## src/rtl/syscop_pkg.sv

```systemverilog
package syscop_pkg;

  localparam int unsigned CODE_W   = 5;
  localparam int unsigned CODE_LSB = 2;
  localparam int unsigned IE_BIT   = 0;
  localparam int unsigned EXL_BIT  = 1;
  localparam int unsigned LVL_LSB  = 10;
  localparam int unsigned TI_BIT   = 30;
  localparam int unsigned VS_LSB   = 5;
  localparam int unsigned VS_W     = 5;

  localparam logic [4:0] NUM_COUNT   = 5'd9;
  localparam logic [4:0] NUM_COMPARE = 5'd11;
  localparam logic [4:0] NUM_STATE   = 5'd12;
  localparam logic [4:0] NUM_CAUSE   = 5'd13;
  localparam logic [4:0] NUM_EPC     = 5'd14;

  typedef enum logic [2:0] {
    ID_NONE,
    ID_STATE,
    ID_INTCTL,
    ID_CAUSE,
    ID_EPC,
    ID_COUNT,
    ID_COMPARE
  } reg_id_e;

endpackage

```

## src/rtl/syscop_decode.sv

```systemverilog
module syscop_decode
  import syscop_pkg::*;
(
  input  logic [4:0] num,
  input  logic [2:0] sel,
  output reg_id_e    id
);

  always_comb begin
    id = ID_NONE;
    case ({num, sel})
      {NUM_STATE,   3'd0}: id = ID_STATE;
      {NUM_STATE,   3'd1}: id = ID_INTCTL;
      {NUM_CAUSE,   3'd0}: id = ID_CAUSE;
      {NUM_EPC,     3'd0}: id = ID_EPC;
      {NUM_COUNT,   3'd0}: id = ID_COUNT;
      {NUM_COMPARE, 3'd0}: id = ID_COMPARE;
      default:             id = ID_NONE;
    endcase
  end

endmodule

```

## src/rtl/syscop_timer.sv

```systemverilog
module syscop_timer #(
  parameter int unsigned XLEN = 32
) (
  input  logic            clk,
  input  logic            rst_n,
  input  logic            cnt_wr,
  input  logic            cmp_wr,
  input  logic [XLEN-1:0] wdata,
  output logic [XLEN-1:0] count,
  output logic [XLEN-1:0] compare,
  output logic            ti
);

  logic            phase_q;
  logic [XLEN-1:0] cnt_inc;

  assign cnt_inc = count + XLEN'(1);

  always_ff @(posedge clk or negedge rst_n) begin
    if (!rst_n) begin
      phase_q <= 1'b0;
      count   <= '0;
      compare <= '1;
      ti      <= 1'b0;
    end else begin
      if (cnt_wr) begin
        count   <= wdata;
        phase_q <= 1'b0;
      end else begin
        phase_q <= ~phase_q;
        if (phase_q) count <= cnt_inc;
      end
      if (cmp_wr) compare <= wdata;
      if (cmp_wr) ti <= 1'b0;
      else if (!cnt_wr && phase_q && (cnt_inc == compare)) ti <= 1'b1;
    end
  end

  AST_CMP_WRITE_CLEARS: assert property (@(posedge clk) disable iff (!rst_n) cmp_wr |=> !ti);
  AST_COUNT_RELOAD: assert property (@(posedge clk) disable iff (!rst_n) cnt_wr |=> count == $past(wdata));
  AST_COUNT_STEP: assert property (@(posedge clk) disable iff (!rst_n) !cnt_wr |=> (count == $past(count) || count == $past(count) + XLEN'(1)));

endmodule

```

## src/rtl/syscop_arbiter.sv

```systemverilog
module syscop_arbiter #(
  parameter int unsigned PRIO_W   = 3,
  parameter int unsigned TMR_PRIO = 5
) (
  input  logic              ie,
  input  logic              exl,
  input  logic [PRIO_W-1:0] level,
  input  logic [PRIO_W-1:0] ext_prio,
  input  logic              ti,
  input  logic              exc_valid,
  input  logic              ret_cmd,
  output logic              exc_ready,
  output logic              take_exc,
  output logic              take_irq,
  output logic [PRIO_W-1:0] req_prio
);

  logic [PRIO_W-1:0] tmr_prio;

  assign tmr_prio  = ti ? PRIO_W'(TMR_PRIO) : '0;
  assign req_prio  = (ext_prio > tmr_prio) ? ext_prio : tmr_prio;
  assign exc_ready = !ret_cmd;
  assign take_exc  = exc_valid && exc_ready;
  assign take_irq  = !take_exc && !ret_cmd && ie && !exl && (req_prio > level);

endmodule

```

## src/rtl/syscop_unit.sv

```systemverilog
module syscop_unit
  import syscop_pkg::*;
#(
  parameter int unsigned XLEN     = 32,
  parameter int unsigned PRIO_W   = 3,
  parameter int unsigned TMR_PRIO = 5,
  parameter logic [31:0] EXC_VEC  = 32'h8000_0180,
  parameter logic [31:0] IRQ_VEC  = 32'h8000_0200
) (
  input  logic              clk,
  input  logic              rst_n,
  input  logic              acc_en,
  input  logic              acc_wr,
  input  logic [4:0]        acc_num,
  input  logic [2:0]        acc_sel,
  input  logic [XLEN-1:0]   acc_wdata,
  output logic [XLEN-1:0]   acc_rdata,
  input  logic              exc_valid,
  output logic              exc_ready,
  input  logic [CODE_W-1:0] exc_code,
  input  logic [XLEN-1:0]   exc_pc,
  input  logic [PRIO_W-1:0] irq_prio,
  input  logic [XLEN-1:0]   cur_pc,
  input  logic              ret_cmd,
  output logic              redir_valid,
  output logic [XLEN-1:0]   redir_pc
);

  reg_id_e           id;
  logic              ie_q, exl_q;
  logic [PRIO_W-1:0] lvl_q, ripl_q;
  logic [VS_W-1:0]   vs_q;
  logic [CODE_W-1:0] code_q;
  logic [XLEN-1:0]   epc_q, count, compare;
  logic              ti;
  logic              take_exc, take_irq, hw_evt, sw_wr;
  logic              wr_state, wr_intctl, wr_epc, wr_count, wr_compare;
  logic [PRIO_W-1:0] req_prio;

  syscop_decode u_decode (
    .num (acc_num),
    .sel (acc_sel),
    .id  (id)
  );

  syscop_arbiter #(.PRIO_W(PRIO_W), .TMR_PRIO(TMR_PRIO)) u_arb (
    .ie        (ie_q),
    .exl       (exl_q),
    .level     (lvl_q),
    .ext_prio  (irq_prio),
    .ti        (ti),
    .exc_valid (exc_valid),
    .ret_cmd   (ret_cmd),
    .exc_ready (exc_ready),
    .take_exc  (take_exc),
    .take_irq  (take_irq),
    .req_prio  (req_prio)
  );

  assign hw_evt     = take_exc || take_irq || ret_cmd;
  assign sw_wr      = acc_en && acc_wr;
  assign wr_state   = sw_wr && (id == ID_STATE) && !hw_evt;
  assign wr_epc     = sw_wr && (id == ID_EPC) && !hw_evt;
  assign wr_intctl  = sw_wr && (id == ID_INTCTL);
  assign wr_count   = sw_wr && (id == ID_COUNT);
  assign wr_compare = sw_wr && (id == ID_COMPARE);

  syscop_timer #(.XLEN(XLEN)) u_timer (
    .clk     (clk),
    .rst_n   (rst_n),
    .cnt_wr  (wr_count),
    .cmp_wr  (wr_compare),
    .wdata   (acc_wdata),
    .count   (count),
    .compare (compare),
    .ti      (ti)
  );

  always_ff @(posedge clk or negedge rst_n) begin
    if (!rst_n) begin
      ie_q   <= 1'b0;
      exl_q  <= 1'b0;
      lvl_q  <= '0;
      vs_q   <= '0;
      code_q <= '0;
      ripl_q <= '0;
      epc_q  <= '0;
    end else begin
      if (wr_state) begin
        ie_q  <= acc_wdata[IE_BIT];
        exl_q <= acc_wdata[EXL_BIT];
        lvl_q <= acc_wdata[LVL_LSB +: PRIO_W];
      end
      if (wr_intctl) vs_q <= acc_wdata[VS_LSB +: VS_W];
      if (wr_epc) epc_q <= acc_wdata;
      if (take_exc) begin
        exl_q  <= 1'b1;
        code_q <= exc_code;
        if (!exl_q) epc_q <= exc_pc;
      end else if (take_irq) begin
        exl_q  <= 1'b1;
        code_q <= '0;
        ripl_q <= req_prio;
        epc_q  <= cur_pc;
      end else if (ret_cmd) begin
        exl_q <= 1'b0;
      end
    end
  end

  always_comb begin
    acc_rdata = '0;
    case (id)
      ID_STATE: begin
        acc_rdata[IE_BIT]               = ie_q;
        acc_rdata[EXL_BIT]              = exl_q;
        acc_rdata[LVL_LSB +: PRIO_W]    = lvl_q;
      end
      ID_INTCTL:  acc_rdata[VS_LSB +: VS_W] = vs_q;
      ID_CAUSE: begin
        acc_rdata[CODE_LSB +: CODE_W]   = code_q;
        acc_rdata[LVL_LSB +: PRIO_W]    = ripl_q;
        acc_rdata[TI_BIT]               = ti;
      end
      ID_EPC:     acc_rdata = epc_q;
      ID_COUNT:   acc_rdata = count;
      ID_COMPARE: acc_rdata = compare;
      default:    acc_rdata = '0;
    endcase
  end

  assign redir_valid = hw_evt;
  assign redir_pc    = take_exc ? EXC_VEC : (take_irq ? IRQ_VEC : epc_q);

  AST_EXC_RECORDS_CODE: assert property (@(posedge clk) disable iff (!rst_n) (exc_valid && exc_ready) |=> (exl_q && code_q == $past(exc_code)));
  AST_EPC_KEPT_NESTED: assert property (@(posedge clk) disable iff (!rst_n) (exc_valid && exc_ready && exl_q) |=> $stable(epc_q));
  AST_IRQ_ENTRY_STATE: assert property (@(posedge clk) disable iff (!rst_n) take_irq |=> (exl_q && code_q == '0 && ripl_q == $past(req_prio) && epc_q == $past(cur_pc)));
  AST_RET_CLEARS_EXL: assert property (@(posedge clk) disable iff (!rst_n) ret_cmd |=> !exl_q);
  AST_NO_IRQ_AFTER_EXC: assert property (@(posedge clk) disable iff (!rst_n) (exc_valid && exc_ready) |=> !take_irq);

endmodule

```

## config.mk

```make
export PLATFORM = sky130hd
export DESIGN_NAME = syscop_unit
export DESIGN_NICKNAME = d
export VERILOG_FILES = /design/src/rtl/syscop_pkg.sv /design/src/rtl/syscop_decode.sv /design/src/rtl/syscop_timer.sv /design/src/rtl/syscop_arbiter.sv /design/src/rtl/syscop_unit.sv
export SDC_FILE = /design/constraint.sdc
export NUM_CORES = 1
export LEC_CHECK = 0
export ABC_CLOCK_PERIOD_IN_PS = 3050
export CORE_ASPECT_RATIO = 2
export CORE_MARGIN = 1.5
export CORE_UTILIZATION = 35
export DETAILED_ROUTE_END_ITERATION = 16
export PLACE_DENSITY = 0.66
export REMOVE_ABC_BUFFERS = 1
export SLEW_MARGIN = 20
export SYNTH_ARGS = -nofsm -noshare
export SYNTH_HDL_FRONTEND = slang
export SYNTH_SLANG_ARGS = --single-unit
```

## constraint.sdc

```tcl
create_clock -name clk -period 3.05 [get_ports clk]
set_clock_uncertainty 0.05 [all_clocks]
set_input_delay 0.305 -clock clk [delete_from_list [all_inputs] [get_ports clk]]
set_output_delay 0.305 -clock clk [all_outputs]
set_load 0.005 [all_outputs]
```

; Word-level counts from Yosys, hierarchy flattened
; Index checks and enable logic that the tools add are counted.
[totals]
ff_bits = 116
latchBits = 0
ramBits = 0
mem_bits_ro = 0
input_bits = 118
out_inout_bits = 66
wordCells = 84
n_memories = 0
[op_classes]
add_sub_neg = 1
n_mul = 0
div_mod_pow = 0
n_lt_le_gt_ge = 2
eq_ne = 13
n_shift = 0
mux = 28
bitwise_logic = 2
n_reduce_logical = 27
[op_table]
columns = op, n
row1 = 2-to-1 mux 32 bit, 8
row2 = one-hot mux 17 bit (3 select lines), 1
row3 = "equality test 8 x 7 -> 1 bit, second input constant", 6
row4 = "adder 32 x 1 -> 32 bit, second input constant", 1
row5 = equality test 32 bit, 1
row6 = one-hot mux 3 bit (4 select lines), 2
row7 = one-hot mux 3 bit (6 select lines), 1
row8 = logical AND 1 bit, 15
row9 = one-hot mux 3 bit (5 select lines), 1
row10 = 2-to-1 mux 5 bit, 2
row11 = one-hot mux 2 bit (5 select lines), 1
row12 = "equality test 3 bit, second input constant", 3
row13 = one-hot mux 2 bit (4 select lines), 1
row14 = 2-to-1 mux 1 bit, 7
row15 = "equality test 3 x 2 -> 1 bit, second input constant", 2
row16 = > comparator 3 bit, 2
row17 = 2-to-1 mux 3 bit, 2
row18 = nonzero test 2 bit, 3
row19 = zero test 1 bit, 5
row20 = one-hot mux 1 bit (4 select lines), 1
row21 = nonzero test 4 bit, 1
row22 = "equality test 3 x 1 -> 1 bit, second input constant", 1
row23 = one-hot mux 1 bit (3 select lines), 1
row24 = logical OR 1 bit, 2
row25 = other kinds (2), 3

; Logic depth before layout (Yosys ltp)
[logic_depth]
depth_word = 15
mapped_depth = 15
depth_no_buf = 14

; By module
; From an unflattened synthesis, not the netlist that was laid out.
[hier_totals]
hier_cells = 862
hier_area_um2 = 8021.4
[by_module_without_submodules]
columns = module, instances, cells_per_inst, area_per_inst_um2, seq_area_each_um2
row1 = syscop_timer, 1, 429, 4137.7, 1691.6
row2 = syscop_unit, 1, 392, 3585.9, 1251.2
row3 = syscop_arbiter, 1, 29, 206.4, 0.0
row4 = syscop_decode, 1, 12, 91.3, 0.0

; Worst setup path after synthesis
; No wires, ideal clock.
[synth_timing]
path_kind = reg-to-reg
startpoint = reg u_timer.ti
endpoint = reg epc_q[10]
setup_time_ns = 0.124
t_arrival_ns = 2.936
t_required_ns = 2.876
slack_ns = -0.060
path_stages_with_launch = 16
path_buffers = 1
period_less_slack_ns = 3.110
cell_sequence = dfrtp_1 -> inv_1 -> ha_1 -> a21oi_1 -> nor2_1 -> a21oi_1 -> mux2i_1 -> ha_1 -> nand3_1 -> and4_1 -> o21ai_0 -> nand4_1 -> buf_2 -> mux2i_1 -> a21oi_1 -> a211o_1
[synth_between]
elab_chain_cells = 12
word_cells_on_any_way = 13
cone_classes = 2 x order compare / 6 x mux / 5 x reduce/logical
[synth_rtl]
columns = element, line
row1 = from (decl), syscop_timer.sv:11  ; output logic ti
row2 = from (signal assigned), syscop_timer.sv:24  ; ti <= 1'b0;
row3 = from (signal assigned), syscop_timer.sv:34  ; if (cmp_wr) ti <= 1'b0;
row4 = from (signal assigned), syscop_timer.sv:35  ; else if (!cnt_wr && phase_q && (cnt_inc == compare)) ti <= 1'b1;
row5 = 2-to-1 mux 3 bit *, syscop_arbiter.sv:20  ; assign tmr_prio = ti ? PRIO_W'(TMR_PRIO) : '0;
row6 = > comparator 3 bit, syscop_arbiter.sv:21  ; assign req_prio = (ext_prio > tmr_prio) ? ext_prio : tmr_prio;
row7 = 2-to-1 mux 3 bit *, syscop_arbiter.sv:21
row8 = > comparator 3 bit *, syscop_arbiter.sv:24  ; assign take_irq = !take_exc && !ret_cmd && ie && !exl && (req_prio > level);
row9 = logical AND 1 bit *, syscop_arbiter.sv:24
row10 = logical OR 1 bit (2 in a row), syscop_unit.sv:60  ; assign hw_evt = take_exc || take_irq || ret_cmd;
row11 = zero test 1 bit, syscop_unit.sv:63  ; assign wr_epc = sw_wr && (id == ID_EPC) && !hw_evt;
row12 = logical AND 1 bit, syscop_unit.sv:63
row13 = 2-to-1 mux 32 bit, syscop_unit.sv:95  ; if (wr_epc) epc_q <= acc_wdata;
row14 = "2-to-1 mux 32 bit, on equally long branches", "syscop_unit.sv:100, syscop_unit.sv:99"
row15 = 2-to-1 mux 32 bit *, syscop_unit.sv:96  ; if (take_exc) begin
row16 = to (signal assigned), syscop_unit.sv:95
row17 = to (signal assigned), syscop_unit.sv:99  ; if (!exl_q) epc_q <= exc_pc;
row18 = to (signal assigned), syscop_unit.sv:104  ; epc_q <= cur_pc;
row19 = to (decl), syscop_unit.sv:34  ; logic [XLEN-1:0] epc_q, count, compare;
; Every way passes the cells marked *; elsewhere a longest branch is shown, timed or not.
; A chain may end at the register's enable or synchronous reset.

; Worst setup path after layout
[layout_timing]
startpoint = reg u_timer.ti
endpoint = reg epc_q[4]
; Same word-level chain as after synthesis.

==> flow_summary_export.csv <==
group,metric,value,unit
place,detailed_placement_hpwl,21.7,mm
critical_path,cp_slowest_stage_delay,0.43,ns
die,die_y,216,um
yosys,synth-seq-area-share,0.369,
critical_path,cpLargestDelayFamily,"compound AO/OA/AOI/OAI gates",
critical_path,ff2ff_path_depth,17,
clocking,clkSinkCount,116,
power_and_ir_drop,power.density_cell_area,445,nW/um^2
place,detailed_place.area,10500,um^2
sta,timing.final.setup_violations,70,
yosys,async_reset_ff_frac,1.00,
sta,min_hold_slack,0.384,ns
cells_and_area,stdcell_area,12100,um^2
routing,drt-total-wl,31.3,mm
cells_and_area,layout.cells.non_filler,1483,
yosys,synth_cell_types,62,
power_and_ir_drop,vdd_drop_max,0.279,mV
global_route,globalRouteMet2Util,0.486,
power_and_ir_drop,combinationalPowerShare,0.240,
power_and_ir_drop,total_power,5.40,mW
routing,postRouteAntennaNets,0,
die,core.rowCount,78,
global_route,global_route.usage.met3,0.0400,
routing,detail_route.vias_per_cell,5.73,
clocking,cts_tree,"built",
clocking,numCtsBuffers,17,
clocking,worst_setup_hold_path_clk_slew,0.06,ns
job,max_cap_violations,0,
sta,period_share,1.13,
critical_path,cp.depth,17,
min_path,worstHoldPathType,"primary input to async pin",
critical_path,critical_path.slowest_cell,"dfrtp_1",
power_and_ir_drop,sw_frac_of_total,0.292,
power_and_ir_drop,share_clk_of_total_power,0.402,
sta,worstMarginPinSlew,0.776,ns
critical_path,timing.setup.critical_path_class,"flip-flop to flip-flop",
power_and_ir_drop,pleak,5.38,nW
place,place.detailed.instances,1427,
power_and_ir_drop,power.internal,3.82,mW
global_route,track_usage,0.262,
sta,slew_headroom,0.483,
place,dpl_worst_slack,-0.650,ns
sta,tns,-21.56,ns
critical_path,crit_path_end_kind,"flip-flop",
yosys,synth-seq-cells,116,
routing,via_count,8496,
die,die-width,110,um
global_route,grt_pass1_wl,46.9,mm
routing,number_of_search_and_repair_iterations_in_the_first_detailed_routing_pass,7,
routing,detailed_router_s_first_iteration_violation_count,543,
critical_path,reg2reg_to,"epc_q[4]",
critical_path,rrSetupSlack,-0.40,ns
global_route,grt_overflow_total,0,
clocking,clock_latency,0.43,ns
place,portbufs,183,
yosys,netlist_area_pre_place,7970,um^2
yosys,synth_enable_flop_cells,0,
die,fp.coreArea,22500,um^2
sta,timing.final.crit_period,3.45,ns
yosys,post_synth.cell_area_avg,8.25,um^2
yosys,synth.yosys.warnings,0,
sta,layout_setup_ws,-0.405,ns
sta,timing_max_transition_violations_final,0,
sta,grt_setup_unrepaired,"yes",
cells_and_area,share_of_final_layout_standard_cells_stronger_than_drive_strength_1,0.257,
die,ios,184,
power_and_ir_drop,p_switching,1.58,mW
status,status,"complete, but fails checks",
place,place_congestion,0.960,
critical_path,critical-path-top-cell-by-count,"mux2i_1",
cells_and_area,fill_cells,2035,
routing,final_routed_drc_violation_total,0,
yosys,synth_flop_cell,"dfrtp_1",
yosys,syn_inst,967,
critical_path,worstPathBufferInverterCount,4,
yosys,synth_top_area_cell,"dfrtp_1",
yosys,yosysTopAreaCellShare,0.264,
routing,mean_routed_wirelength_per_cell,21.1,um
clocking,cts.root.buffer_cell,"clkbuf_16",
critical_path,critical_path_arrival,3.72,ns
power_and_ir_drop,power.sequential.fraction,0.357,
cells_and_area,diodes,0,
cells_and_area,design.final.nets,1315,
status,failing_checks,"setup timing",
global_route,number_of_antenna_violations_at_the_first_check_in_global_routing,0,
die,starting_density,0.354,
global_route,largest_net_degree_at_the_start_of_global_routing,66,
die,floorplan.die_area,23800,um^2
sta,total_count_of_hold_check_failures_in_the_final_report,0,
critical_path,critical_path.startpoint_type,"flip-flop",
critical_path,crit_required,3.31,ns
critical_path,regToRegStartpoint,"u_timer.ti",
clocking,cts_htree_levels,4,
cells_and_area,syn_to_final_growth,52.2,%
global_route,grt_pass1_vias,8681,
cells_and_area,layout.core_utilization,0.538,
clocking,max-clock-path-buffers,2,
global_route,grt_use_met1,0.267,
critical_path,path_max_fanout,5,
global_route,grt.busiest_layer,"met2",
yosys,leading_cell_types_by_total_area_after_synthesis,"dfrtp_1 26%, dfstp_2 11%, nand2_1 7.2%, a21oi_1 4.7%, mux2i_1 4.4%",
critical_path,cells_along_the_critical_path,"inv_2 -> ha_4 -> a21oi_4 -> nor2_2 -> a21oi_2 -> mux2i_1 -> ha_2 -> nand3_2 -> and4_4 -> o21ai_4 -> buf_12 -> nand4_1 -> buf_6 -> clkbuf_16 -> mux2i_1 -> a21oi_1 -> a211o_1",
sta,fmax,0.289,GHz
## cells by family (layout without fill, tap and decap cells)
family	count (synthesis)	after routing	share of synthesized area
and+or+nand+nor	378	378	0.226
AOI/OAI and AO/OA	228	228	0.188
buffers and inverters	114	350	0.0598
xor gates and xnor gates	74	74	0.0813
muxes	48	48	0.0623
DFF	116	116	0.369
adders and majority gates	9	9	0.0135
## worst reg2reg max path, delay by kind of cell (launching register included)
| kind | cells | cell delay, ns |
|---|---|---|
| adder cells (fa/ha/maj) | 2 | 0.53 |
| AND/OR/NAND/NOR | 4 | 0.51 |
| AO/OA/AOI/OAI | 5 | 0.71 |
| flip-flops | 1 | 0.43 |
| multiplexers | 2 | 0.47 |
| buffers and inverters | 4 | 0.65 |
## cell type report
cell class | instances | area, um^2 | share of cell area
clock buffer | 20 | 457 | 0.0376
clock inverter | 12 | 179 | 0.0147
inverter | 37 | 139 | 0.0114
multi-input combinational | 737 | 5150 | 0.424
sequential | 116 | 2940 | 0.243
tap | 280 | 350 | 0.0289
timing repair buffer | 281 | 2920 | 0.241
## cell usage in the layout (no fill, tap or decap), types with 5 or more instances in the layout
cell type,n
dlymetal6s2s_1,7
nor2b_1,6
inv_1,36
a211o_1,31
mux2i_1,8
nor2_1,81
mux2_2,12
o21ai_0,56
clkbuf_16,21
nor2_2,6
a21oi_2,16
mux2i_2,5
xnor2_1,37
and3_1,8
nand4_1,27
buf_12,11
mux2i_4,22
dfstp_2,32
and3_4,26
nor4_1,7
o21ai_1,5
nand2b_1,6
a222oi_1,25
a22oi_1,6
and4_1,9
dfrtp_1,83
xor2_1,37
a21oi_1,58
buf_4,68
buf_6,39
nand2_1,149
clkdlybuf4s50_1,142
nand3_1,20
nor3_1,10
## sequential cells by signal, indices dropped and copies added (netlist names)
name             flops
ie_q                 1
u_timer.compare     32
epc_q               32
u_timer.ti           1
code_q               5
vs_q                 5
lvl_q                3
exl_q                1
u_timer.count       32
u_timer.phase_q      1
ripl_q               3
## worst max path at each step
stage	startpoint	endpoint
global route	u_timer.ti	epc_q[13]
detailed placement	irq_prio[2]	redir_pc[9]
floorplan	u_timer.ti	epc_q[0]
global placement	irq_prio[2]	redir_pc[9]
CTS	u_timer.ti	redir_pc[21]
finish	u_timer.ti	epc_q[4]
## metal layers
layer  vias up  part of all wire  wire length [um]
li1       3899                 -                 -
met5         -                 0                 0
met1      4141              0.33             10400
met4         0             0.064              2020
met3       118             0.048              1510
met2       338              0.55             17300
## power by group through the flow
stage / sequential, mW / combinational [mW] / clock, mW
2_1_floorplan: 1.89 / 0.511 / 0
3_3_place_gp: 1.92 / 1.13 / 0
3_5_place_dp: 1.92 / 1.14 / 0
4_1_cts: 1.90 / 1.22 / 2.20
5_1_grt: 1.95 / 1.40 / 2.27
6_report: 1.93 / 1.30 / 2.17
## synthesized netlist by cell type, types with 6 or more instances
master,number
a211o_1,31
a21oi_1,75
a222oi_1,25
a22oi_1,6
and3_1,34
and4_1,10
buf_2,11
buf_4,7
clkbuf_1,55
dfrtp_1,84
dfstp_2,32
ha_1,7
inv_1,37
mux2_2,13
mux2i_1,35
nand2_1,153
nand2b_1,6
nand3_1,21
nand4_1,27
nor2_1,85
nor2b_1,7
nor3_1,11
nor4_1,7
o21ai_0,63
xnor2_1,37
xor2_1,37
## repair_timing
action	4_1_cts	5_1_grt
buffers inserted	9	7
gates cloned	3	4
pin swaps	12	52
resized for setup	229	85
hold buffers	1	0
setup endpoints to repair	67	84
endpoints found under the hold margin	31	0
No activity file was read; power rests on OpenSTA's default activity.
